$ cat src/rtl/hb_regbank_pkg.sv
// Shared constants and types for the dual-path host bridge register bank.
// Assumes 64-bit words and a native index space of 32 entries.
package hb_regbank_pkg;
    localparam int DW = 64;
    localparam int IW = 5;
    localparam int MMIO_BIAS = 10;

    localparam logic [IW-1:0] IX_ERR     = 5'h00;
    localparam logic [IW-1:0] IX_ERR_AND = 5'h01;
    localparam logic [IW-1:0] IX_ERR_OR  = 5'h02;
    localparam logic [IW-1:0] IX_BAR     = 5'h0A;
    localparam logic [IW-1:0] IX_SBAR    = 5'h0B;
    localparam logic [IW-1:0] IX_CTL     = 5'h0E;
    localparam logic [IW-1:0] IX_CTL_SET = 5'h12;
    localparam logic [IW-1:0] IX_CTL_CLR = 5'h13;
    localparam logic [IW-1:0] IX_STAT    = 5'h15;

    // Plain storage words, slot 0 in the low field.
    localparam int N_PLAIN = 5;
    localparam logic [N_PLAIN*IW-1:0] PLAIN_IDX = {5'h1B, 5'h14, 5'h0F, 5'h07, 5'h06};

    localparam logic [DW-1:0] BAR_ADDR_MASK = 64'h0003_ffff_fff0_0000;
    localparam logic [DW-1:0] BAR_EN_BIT    = 64'h0000_0000_0000_0001;
    localparam logic [DW-1:0] SBAR_MASK     = 64'h0003_ffff_0000_0000;

    typedef enum logic [3:0] {
        WK_NONE,
        WK_ERR_WR,
        WK_ERR_AND,
        WK_ERR_OR,
        WK_CTL_WR,
        WK_CTL_SET,
        WK_CTL_CLR,
        WK_BAR,
        WK_SBAR,
        WK_PLAIN
    } wkind_e;
endpackage

$ cat src/rtl/hb_index_xlate.sv
// Maps a request byte address into the shared word index space.
// Sideband requests use the word number as is; memory-mapped requests are
// rebased by MMIO_BIAS words. Assumes ADDR_W > 3.
module hb_index_xlate
    import hb_regbank_pkg::*;
#(
    parameter int ADDR_W = 16,
    localparam int IDX_W = ADDR_W - 2
) (
    input  logic [ADDR_W-1:0] byte_addr,
    input  logic              via_sideband,
    output logic [IDX_W-1:0]  word_idx,
    output logic              aligned
);
    // Word number plus the path-dependent rebase (one spare bit, no wrap).
    always_comb begin
        word_idx = IDX_W'(byte_addr[ADDR_W-1:3]);
        if (!via_sideband) begin
            word_idx = word_idx + IDX_W'(MMIO_BIAS);
        end
    end

    assign aligned = (byte_addr[2:0] == 3'b000);
endmodule

$ cat src/rtl/hb_access_decode.sv
// Classifies a word index as readable and/or by its write action.
// Assumes indices at or above 2**IW are unimplemented. A write kind of
// WK_NONE means the write is illegal (unknown, read-only, or locked path).
module hb_access_decode
    import hb_regbank_pkg::*;
#(
    parameter int IDX_W = 14
) (
    input  logic [IDX_W-1:0]   word_idx,
    input  logic               via_sideband,
    input  logic               aligned,
    output logic               rd_ok,
    output wkind_e             wr_kind,
    output logic [N_PLAIN-1:0] plain_hit
);
    logic          in_range;
    logic [IW-1:0] nidx;
    logic          rd_known;
    wkind_e        kind;

    assign in_range = ((word_idx >> IW) == '0);
    assign nidx     = word_idx[IW-1:0];

    // One comparator per plain storage slot.
    for (genvar g = 0; g < N_PLAIN; g++) begin : g_hit
        assign plain_hit[g] = in_range && (nidx == PLAIN_IDX[g*IW +: IW]);
    end

    // Decode readability and write action of the special indices.
    always_comb begin
        kind     = WK_NONE;
        rd_known = 1'b0;
        if (in_range) begin
            case (nidx)
                IX_ERR:     begin rd_known = 1'b1; kind = WK_ERR_WR; end
                IX_ERR_AND: kind = WK_ERR_AND;
                IX_ERR_OR:  kind = WK_ERR_OR;
                IX_BAR:     begin rd_known = 1'b1; kind = via_sideband ? WK_BAR : WK_NONE; end
                IX_SBAR:    begin rd_known = 1'b1; kind = WK_SBAR; end
                IX_CTL:     begin rd_known = 1'b1; kind = WK_CTL_WR; end
                IX_CTL_SET: kind = WK_CTL_SET;
                IX_CTL_CLR: kind = WK_CTL_CLR;
                IX_STAT:    rd_known = 1'b1;
                default:    ;
            endcase
        end
        if (|plain_hit) begin
            rd_known = 1'b1;
            kind     = WK_PLAIN;
        end
    end

    assign rd_ok   = aligned && rd_known;
    assign wr_kind = aligned ? kind : WK_NONE;
endmodule

$ cat src/rtl/hb_reg_store.sv
// Holds the bank's registers and applies one write action per cycle.
// Assumes wr_kind is WK_NONE whenever no legal write is present.
module hb_reg_store
    import hb_regbank_pkg::*;
#(
    parameter logic [DW-1:0] DEF_BASE = 64'h0001_2345_6780_0000,
    parameter int            N_SRC    = 5,
    parameter int            IRQ_LSB  = 32
) (
    input  logic               clk,
    input  logic               rst_n,
    input  wkind_e             wr_kind,
    input  logic [N_PLAIN-1:0] plain_hit,
    input  logic [DW-1:0]      wdata,
    input  logic [N_SRC-1:0]   irq_level,
    output logic [DW-1:0]      err_q,
    output logic [DW-1:0]      ctl_q,
    output logic [DW-1:0]      bar_q,
    output logic [DW-1:0]      sbar_q,
    output logic [DW-1:0]      stat_q,
    output logic [DW-1:0]      plain_q [N_PLAIN]
);
    localparam logic [DW-1:0] BAR_KEEP  = BAR_ADDR_MASK | BAR_EN_BIT;
    localparam logic [DW-1:0] BAR_RESET = (DEF_BASE & BAR_ADDR_MASK) | BAR_EN_BIT;

    // Error word: plain write, AND alias, OR alias.
    always_ff @(posedge clk) begin
        if (!rst_n) begin
            err_q <= '0;
        end else begin
            case (wr_kind)
                WK_ERR_WR:  err_q <= wdata;
                WK_ERR_AND: err_q <= err_q & wdata;
                WK_ERR_OR:  err_q <= err_q | wdata;
                default:    ;
            endcase
        end
    end

    // Control word: plain write, set alias, clear alias.
    always_ff @(posedge clk) begin
        if (!rst_n) begin
            ctl_q <= '0;
        end else begin
            case (wr_kind)
                WK_CTL_WR:  ctl_q <= wdata;
                WK_CTL_SET: ctl_q <= ctl_q | wdata;
                WK_CTL_CLR: ctl_q <= ctl_q & ~wdata;
                default:    ;
            endcase
        end
    end

    // Window base: loads its enabled default on reset, masked on write.
    always_ff @(posedge clk) begin
        if (!rst_n) begin
            bar_q <= BAR_RESET;
        end else if (wr_kind == WK_BAR) begin
            bar_q <= wdata & BAR_KEEP;
        end
    end

    // Secondary base: masked storage.
    always_ff @(posedge clk) begin
        if (!rst_n) begin
            sbar_q <= '0;
        end else if (wr_kind == WK_SBAR) begin
            sbar_q <= wdata & SBAR_MASK;
        end
    end

    // Interrupt status: tracks the source levels every cycle.
    always_ff @(posedge clk) begin
        if (!rst_n) begin
            stat_q <= '0;
        end else begin
            stat_q <= DW'(irq_level) << IRQ_LSB;
        end
    end

    for (genvar g = 0; g < N_PLAIN; g++) begin : g_plain
        // Plain storage slot g: load on its own write.
        always_ff @(posedge clk) begin
            if (!rst_n) begin
                plain_q[g] <= '0;
            end else if (wr_kind == WK_PLAIN && plain_hit[g]) begin
                plain_q[g] <= wdata;
            end
        end
    end
endmodule

$ cat src/rtl/hb_regbank.sv
// Top of the dual-path host bridge register bank.
// One request per cycle; the path select bit chooses the index mapping.
// The response is registered and appears on the following cycle.
// Assumes IRQ_LSB + N_SRC <= 64.
module hb_regbank
    import hb_regbank_pkg::*;
#(
    parameter int            ADDR_W   = 16,
    parameter logic [63:0]   DEF_BASE = 64'h0001_2345_6780_0000,
    parameter int            N_SRC    = 5,
    parameter int            IRQ_LSB  = 32
) (
    input  logic              clk,
    input  logic              rst_n,
    input  logic              req_valid,
    input  logic              req_sideband,
    input  logic              req_write,
    input  logic [ADDR_W-1:0] req_addr,
    input  logic [63:0]       req_wdata,
    input  logic [N_SRC-1:0]  irq_level,
    output logic              rsp_valid,
    output logic              rsp_err,
    output logic [63:0]       rsp_rdata,
    output logic [63:0]       win_base,
    output logic              win_en
);
    localparam int IDX_W = ADDR_W - 2;

    logic [IDX_W-1:0]   word_idx;
    logic               aligned;
    logic               rd_ok;
    wkind_e             wr_kind;
    wkind_e             wr_act;
    logic [N_PLAIN-1:0] plain_hit;
    logic [DW-1:0]      err_q, ctl_q, bar_q, sbar_q, stat_q;
    logic [DW-1:0]      plain_q [N_PLAIN];
    logic [DW-1:0]      rd_word;
    logic               bad_req;

    hb_index_xlate #(.ADDR_W(ADDR_W)) u_xlate (
        .byte_addr    (req_addr),
        .via_sideband (req_sideband),
        .word_idx     (word_idx),
        .aligned      (aligned)
    );

    hb_access_decode #(.IDX_W(IDX_W)) u_decode (
        .word_idx     (word_idx),
        .via_sideband (req_sideband),
        .aligned      (aligned),
        .rd_ok        (rd_ok),
        .wr_kind      (wr_kind),
        .plain_hit    (plain_hit)
    );

    // Only a present write request may act on the store.
    assign wr_act = (req_valid && req_write) ? wr_kind : WK_NONE;

    hb_reg_store #(.DEF_BASE(DEF_BASE), .N_SRC(N_SRC), .IRQ_LSB(IRQ_LSB)) u_store (
        .clk       (clk),
        .rst_n     (rst_n),
        .wr_kind   (wr_act),
        .plain_hit (plain_hit),
        .wdata     (req_wdata),
        .irq_level (irq_level),
        .err_q     (err_q),
        .ctl_q     (ctl_q),
        .bar_q     (bar_q),
        .sbar_q    (sbar_q),
        .stat_q    (stat_q),
        .plain_q   (plain_q)
    );

    // Read multiplexer; all ones unless the index is readable.
    always_comb begin
        rd_word = '1;
        if (rd_ok) begin
            case (word_idx[IW-1:0])
                IX_ERR:  rd_word = err_q;
                IX_BAR:  rd_word = bar_q;
                IX_SBAR: rd_word = sbar_q;
                IX_CTL:  rd_word = ctl_q;
                IX_STAT: rd_word = stat_q;
                default: rd_word = '1;
            endcase
            for (int s = 0; s < N_PLAIN; s++) begin
                if (plain_hit[s]) rd_word = plain_q[s];
            end
        end
    end

    assign bad_req = req_write ? (wr_kind == WK_NONE) : !rd_ok;

    // Registered response: valid, error pulse and data one cycle later.
    always_ff @(posedge clk) begin
        if (!rst_n) begin
            rsp_valid <= 1'b0;
            rsp_err   <= 1'b0;
            rsp_rdata <= '0;
        end else begin
            rsp_valid <= req_valid;
            rsp_err   <= req_valid && bad_req;
            rsp_rdata <= (req_valid && !req_write) ? rd_word : '0;
        end
    end

    assign win_base = bar_q & BAR_ADDR_MASK;
    assign win_en   = bar_q[0];
endmodule

$ cat config.mk
export PLATFORM = sky130hd
export DESIGN_NAME = hb_regbank
export DESIGN_NICKNAME = d
export VERILOG_FILES = /design/src/rtl/hb_regbank_pkg.sv /design/src/rtl/hb_index_xlate.sv /design/src/rtl/hb_access_decode.sv /design/src/rtl/hb_reg_store.sv /design/src/rtl/hb_regbank.sv
export SDC_FILE = /design/constraint.sdc
export NUM_CORES = 1
export LEC_CHECK = 0
export ABC_AREA = 1
export ABC_CLOCK_PERIOD_IN_PS = 5500
export BUFFER_PORTS_ARGS = -buffer_cell sky130_fd_sc_hd__buf_2
export CAP_MARGIN = 0
export CORE_ASPECT_RATIO = 1.5
export CORE_UTILIZATION = 34
export DETAILED_ROUTE_END_ITERATION = 8
export PLACE_DENSITY_LB_ADDON = 0.12
export SKIP_CTS_REPAIR_TIMING = 1
export SYNTH_ARGS = -nofsm -noshare
export SYNTH_HDL_FRONTEND = slang
export SYNTH_HIERARCHICAL = 1
export SYNTH_SLANG_ARGS = --single-unit
$ cat constraint.sdc
create_clock -name clk -period 5.5 [get_ports clk]
set_input_delay 0.825 -clock clk [delete_from_list [all_inputs] [get_ports clk]]
set_output_delay 0.825 -clock clk [all_outputs]
set_load 0.02 [all_outputs]
==> results.md, run 1 <==
* Initial Utilization at 34.3%
* Iteration-0 DRC count of the detailed router at 2281
* Via density at 4.66
* Leak at 17.7 nW
* DRC viols at 0
* # port buffers at 186
* Worst clock skew at 26.0 ps
* Mapped Cells at 5691
* Seq/Total Area, Yosys at 33.6%
* Slowest-stage cell, CP: xnor2_1
* FF-to-FF setup slack at 3740 ps
* CP Data Required Time at 6090 ps
* Synth top area cells: dfxtp_1, nand2_1, inv_1
* Final setup fails at 0
* CTS H-tree depth at 3
* Grt total ovfl at 0
* Die Ht at 388 um
* Fin. max-slew vios at 0
* Initial antenna violation count at 8
* # fillers at 11000
* DRT Wirelength at 123000 um
* Crit end category: register
* Leading area contributor after synthesis: dfxtp_1
* Dpl ws at 954 ps
* Power density over the cells at 262 mW/mm^2
* Vias at 32500
* Total CTS buffers at 68
* Die X at 260 um
* Setup CP Type: in -> reg
* Period utilisation layout at 72.1%
* Asr flop ratio synth at 0%
* Mapped Area at 0.0338 mm^2
* Peak Freq at 252 MHz
* Gpl congestion at 0.830
* GRT Util Overall at 24.3%
* Ys Warns at 6
* Status: finished, final reports clean
* Core area at 0.0986 mm^2
* Layout cells sized above 1 at 7.42%
* Worst Hold Class: in -> reg
* Largest net degree at the start of global routing at 168
* Max transition margin at 24.2%
* Clk sink count at 568
* I/O Pins at 221
* RSZ-0062 raised after global routing: false
* Critical path cell sequence: buf_2 > nand2_1 > nand2_2 > nand2_1 > xnor2_1 > inv_2 > nor3_1 > nand2_1 > nand3_1 > nand2_1 > nand2_1 > inv_1 > nor2_4 > buf_4 > nor2_1 > nand2_2 > buf_4 > nand2_1 > nand2_1 > inv_1 > nor2_1
* Critical path depth at 21
* Root buffer cell: clkbuf_16
* Hold Fails Final Rpt at 0
* Post-route ant nets at 0
* Worst R2R Path Depth at 10
* Multi-input gate area at 0.0160 mm^2
* Clk Latency, worst-skew pair at 660 ps
* Routed len/inst at 17.6 um
* Worst slew pin tran at 1140 ps
* First-pass GRT wire length at 188000 um
* Crit path max fanout at 34
* NumNets Final at 5736
* Maximum vdd drop at 0.209 mV
* Register area at 0.0114 mm^2
* Row count at 141
* CTS clock-pin slew for the worst setup and hold paths at 60 ps
* Worst Setup Start Kind: primary input
* Final WS setup at 1540 ps
* DIE AREA at 0.101 mm^2
* Post-synthesis register bit count at 568
* Final HPWL DP at 77700 um
* Yosys top cell area share at 33.6%
* Commonest non-fill, non-tap cells in the layout: nand2_1, inv_1, nand3_1, nor2_1, dfxtp_1
* Leading register cell type out of synthesis: dfxtp_1
* Worst path bufs/invs at 6
* Max-capacitance violation count at 0
* CP peak stage delay at 650 ps
* Most numerous cell on the critical path: nand2_1
* Hold depth at 3
* Syn avg cell area at 5.95 um^2
* First-pass detailed-route iteration total at 7
* Final hold slack at 362 ps
* TritonCTS clock tree: done
* CP delay by family, top: simple AND/OR/NAND/NOR gates
* Vias in the first global route at 30800
* Crit path arrival time at 4550 ps
* Tmin final at 3960 ps
* Post-synth EDFFs at 0
* Commonest non-fill, non-tap cell in the layout: nand2_1
* Worst-case clock buffer depth at 3
* Setup TNS at 0 ps
* Layout area overhead at 9.32%
* Distinct cell type count after synthesis at 37
==> power by group <==
group	internal [mW]	leakage [nW]	switching [mW]
sequential	4.14	4.59	0.00644
combinational	0.222	12.1	0.763
clock	2.61	1.06	1.95
total	6.97	17.7	2.72
==> per-layer routing <==
layer	vias up	GRT usage, %	wire (um)
met5	-	0	11
met4	2	14.4	6880
met3	208	2.30	4660
met2	733	44.5	63800
met1	14800	26.9	47500
li1	16800	-	-
==> sequential cells by signal, indices dropped and copies added (netlist names) <==
signal,cells
u_store/plain_q,320
rsp_err,1
u_store/bar_q,31
rsp_valid,1
rsp_rdata,64
u_store/stat_q,5
u_store/ctl_q,64
u_store/sbar_q,18
u_store/err_q,64
==> synth_stat cells, drive strengths merged (3+ instances only) <==
cell type / n
a21oi: 320
nor2: 690
o211ai: 14
buf: 437
dlygate4sd1: 20
clkbuf: 90
nor3: 10
nand3b: 5
nand2: 1495
nand4: 134
xnor2: 3
inv: 1069
nand3: 724
o21ai: 104
dfxtp: 568
==> stage by stage <==
stage / util (%) / std cells / instance area [um^2] / power [mW]
floorplan: - / 5861 / 34500 / 4.88
global placement: 35.3 / 6862 / 34800 / 5.24
detailed placement: 35.3 / 6862 / 34800 / 5.24
CTS: 37.5 / 6974 / 37000 / 9.86
global route: 37.5 / 6976 / 37000 / 10.1
finish: 37.5 / 6980 / 37000 / 9.69
==> area by class of cell <==
type | count | share of cell area, %
flip-flops and latches | 568 | 30.7
repair buffers | 261 | 4.94
well taps | 1287 | 4.35
diodes | 6 | 0.0406
clock inverters | 19 | 0.551
multi-input cells | 3676 | 43.2
inverters | 1070 | 10.9
clock buffers | 93 | 5.27
==> worst register-to-register path, stage by stage, from the launching register on <==
cell and delay (ps):
dfxtp_1 330, nand4_1 100, nand3_1 150, nor2_1 110
nand2_1 80, nand2_1 50, nand2_1 70, nand2_1 60
nand2_1 70, nand2_1 60, a21oi_1 510
==> path summary, 6_finish.rpt <==
| check | endpoint | start |
|---|---|---|
| min reg2reg | u_store/sbar_q[45]$_SDFFE_PN0N_ | u_store/sbar_q[45]$_SDFFE_PN0N_ |
| min | u_store/stat_q[34]$_SDFF_PN0_ | irq_level[2] |
| max | u_store/ctl_q[28]$_SDFFE_PN0P_ | req_addr[4] |
| max reg2reg | rsp_rdata[40]$_SDFF_PN0_ | u_store/err_q[40]$_SDFFE_PN0P_ |
==> cell families after synthesis <==
| kind of cell | count (synthesis) | share of synthesized area (%) |
|---|---|---|
| adder cells (fa/ha/maj) | 1 | 0.0370 |
| XOR/XNOR | 5 | 0.129 |
| buffers and inverters | 1617 | 21.3 |
| flip-flops | 568 | 33.6 |
| AND/OR/NAND/NOR | 3058 | 38.2 |
| AO/OA/AOI/OAI | 440 | 6.63 |
| other | 2 | 0.0222 |
Power figures use the tool's default switching activity.
==> inputs of run 2 (changes only) <==
--- a/config.mk
+++ b/config.mk
@@ -5,8 +5,8 @@
 export SDC_FILE = /design/constraint.sdc
 export NUM_CORES = 1
 export LEC_CHECK = 0
-export ABC_AREA = 1
-export ABC_CLOCK_PERIOD_IN_PS = 5500
+export ABC_AREA = 0
+export ABC_CLOCK_PERIOD_IN_PS = 4050
 export BUFFER_PORTS_ARGS = -buffer_cell sky130_fd_sc_hd__buf_2
 export CAP_MARGIN = 0
 export CORE_ASPECT_RATIO = 1.5
==> constraint.sdc (replaced) <==
create_clock -name clk -period 4.05 [get_ports clk]
set_input_delay 0.6075 -clock clk [delete_from_list [all_inputs] [get_ports clk]]
set_output_delay 0.6075 -clock clk [all_outputs]
set_load 0.02 [all_outputs]
==> results.md, run 2 <==
* Final WS setup at 516 ps (-1020 ps)
* Maximum vdd drop at 0.359 mV (+72%)
* Mapped Area at 0.0287 mm^2 (-15%)
* # port buffers at 186 (unchanged)
* Sw frac at 24.7% (-3.3 points)
* TritonCTS clock tree: done
* Iteration-0 DRC count of the detailed router at 2100 (-7.9%)
* Asr flop ratio synth at 0% (unchanged)
* Sequential share of power at 46.9% (+4.2 points)
* First-pass GRT wire length at 153000 um (-19%)
* NumNets Final at 3271 (-43%)
* CTS clock-pin slew for the worst setup and hold paths at 60 ps (about the same)
* Commonest non-fill, non-tap cells in the layout: nand2_1, dfxtp_1, mux2i_1, buf_2, conb_1
* Setup TNS at 0 ps (unchanged)
* Largest Register: u_store/plain_q
* Dpl cell area at 0.0305 mm^2 (-12%)
* CP peak stage delay at 700 ps (+50 ps)
* Leading register cell type out of synthesis: dfxtp_1
* Crit path arrival time at 4030 ps (-520 ps)
* Dpl ws at -65.1 ps (-1020 ps)
* Synth top area cells: dfxtp_1, mux2i_1, nand2_1
* Largest net degree at the start of global routing at 186 (+11%)
* Hold Fails Final Rpt at 0 (unchanged)
* DIE AREA at 0.0856 mm^2 (-15%)
* Max-capacitance violation count at 0 (unchanged)
* Max transition margin at 24.9% (+0.74 points)
* Count leader, synth: nand2_1
* Layout area overhead at 13.2%
* Root buffer cell: clkbuf_16
* Syn avg cell area at 9.27 um^2 (+56%)
* Core area at 0.0836 mm^2 (-15%)
* Initial antenna violation count at 5 (-3)
* Leak at 14.9 nW (-16%)
* Die X at 239 um (-7.9%)
* Post-synthesis register bit count at 568 (unchanged)
* Seq/Total Area, Yosys at 39.6% (+6.0 points)
* Layout cells sized above 1 at 15.5% (+8.1 points)
* Clk network pwr share at 47.0% (about the same)
* Critical path cell sequence: buf_2 > buf_4 > xnor2_1 > inv_1 > a2111oi_0 > a21oi_1 > a21oi_1 > and3_1 > nor4bb_2 > buf_12 > nand2_4 > buf_12 > mux2i_1
* Sw Pwr at 2.97 mW (+9.2%)
* GRT Util Overall at 23.5% (-0.75 points)
* Total power at 12.0 mW (+24%)
* Met1 Resource Use GR at 28.3% (+1.5 points)
* CTS H-tree depth at 2 (-1)
* Synth cell count leaders: nand2_1, dfxtp_1, mux2i_1
* GR peak layer: met2
* Crit path max fanout at 53 (+56%)
* Slowest-stage cell, CP: xnor2_1
* Worst slew pin tran at 1130 ps (-11.1 ps)
* Total CTS buffers at 59 (-13%)
* Fin. max-slew vios at 0 (unchanged)
* Final instance area at 0.0325 mm^2 (-12%)
* Ys Warns at 6 (unchanged)
* RSZ-0062 raised after global routing: false
* Clk Latency, worst-skew pair at 660 ps (about the same)
* Gpl congestion at 0.812 (-2.1%)
* Routed len/inst at 23.6 um (+34%)
* Vias at 24000 (-26%)
* Peak Freq at 283 MHz
* DRT Wirelength at 103000 um (-16%)
* Mapped Cells at 3097 (-46%)
* Crit end category: register
* Power density over the cells at 370 mW/mm^2 (+41%)
* Period utilisation layout at 87.3%
* Die Ht at 358 um (-7.9%)
* Initial Utilization at 34.3% (about the same)
* Yosys top cell area share at 39.6% (+6.0 points)
* Worst-case clock buffer depth at 3 (unchanged)
* Met3 Resource Use GR at 3.09% (+0.78 points)
* Tmin final at 3530 ps
* Vias in the first global route at 23900 (-22%)
* Clk sink count at 568 (unchanged)
* First-pass detailed-route iteration total at 8 (+1)
* Comb power frac at 6.2% (-4.0 points)
* Distinct cell type count after synthesis at 74 (+100%)
* Final core occ at 38.9% (+1.3 points)
* DRC viols at 0 (unchanged)
* Row count at 130 (-7.8%)
* Internal at 9.05 mW (+30%)
* Final HPWL DP at 61500 um (-21%)
* Setup CP Type: in -> reg
* CP Data Required Time at 4550 ps (-1540 ps)
* Worst clock skew at 27.3 ps (+1.26 ps)
* Status: finished, final reports clean
* Final setup fails at 0 (unchanged)
* Largest register FFs at 320 (unchanged)
* Post-route ant nets at 0 (unchanged)
* Grt total ovfl at 0 (unchanged)
* Worst Setup Start Kind: primary input
* I/O Pins at 221 (unchanged)
* Met2 Usage GRT at 42.5% (-2.0 points)
* Commonest non-fill, non-tap cell in the layout: nand2_1
* Post-synth EDFFs at 0 (unchanged)
* Via density at 5.51 (+18%)
* Worst Hold Class: in -> reg
* Leading area contributor after synthesis: dfxtp_1
run 2: stage by stage:
stage	hold slack (ps)	cells
2_1_floorplan	434	3267
3_3_place_gp	444	4241
3_5_place_dp	453	4241
4_1_cts	144	4351
5_1_grt	160	4352
6_report	181	4353
run 2: worst paths after layout:
check / startpoint / end / slack (ps) / cells past startpoint
hold reg to reg: u_store/plain_q[153]$_SDFFE_PN0P_ / u_store/plain_q[153]$_SDFFE_PN0P_ / 460 / 2
setup reg to reg: u_store/plain_q[240]$_SDFFE_PN0P_ / rsp_rdata[48]$_SDFF_PN0_ / 2600 / 4
hold / removal: irq_level[3] / u_store/stat_q[35]$_SDFF_PN0_ / 180 / 2
setup / recovery: req_sideband / u_store/plain_q[142]$_SDFFE_PN0P_ / 520 / 13
run 2: layout make-up:
cell class	instances	area [um^2]
fill	8393	51100
multi-input combinational	2243	15200
sequential	568	11400
timing repair buffer	305	2470
clock buffer	89	1740
tap	1122	1400
clock inverter	21	226
inverter	3	12.5
antenna	2	5.00
run 2: cells by family after synthesis:
logic type               Yosys count  synth area share (%)
other                              2                0.0262
AO/OA/AOI/OAI                    661                  20.2
XOR/XNOR                          13                 0.397
adder cells (fa/ha/maj)            1                0.0436
AND/OR/NAND/NOR                 1019                  16.4
buffers and inverters            456                  10.1
flip-flops                       568                  39.6
multiplexers                     377                  13.2
run 2: critical path: cells and delay by family:
| family | cells | cell delay (ps) |
|---|---|---|
| AO/OA/AOI/OAI | 3 | 740 |
| AND/OR/NAND/NOR | 3 | 770 |
| buffers and inverters | 5 | 960 |
| multiplexers | 1 | 190 |
| XOR/XNOR | 1 | 700 |
run 2: layer usage:
metal | part of all wire, % | up-vias
li1 | - | 11100
met1 | 41 | 11900
met2 | 50 | 787
met3 | 4.8 | 172
met4 | 3.4 | 0
met5 | 0 | -
run 2: power groups by stage:
stage	Sequential (mW)	Combinational [mW]	Clock, mW
detailed placement	5.76	0.739	0
CTS	5.63	0.742	5.80
floorplan	5.78	0.538	0
finish	5.63	0.743	5.65
global placement	5.76	0.733	0
global route	5.63	0.798	5.98
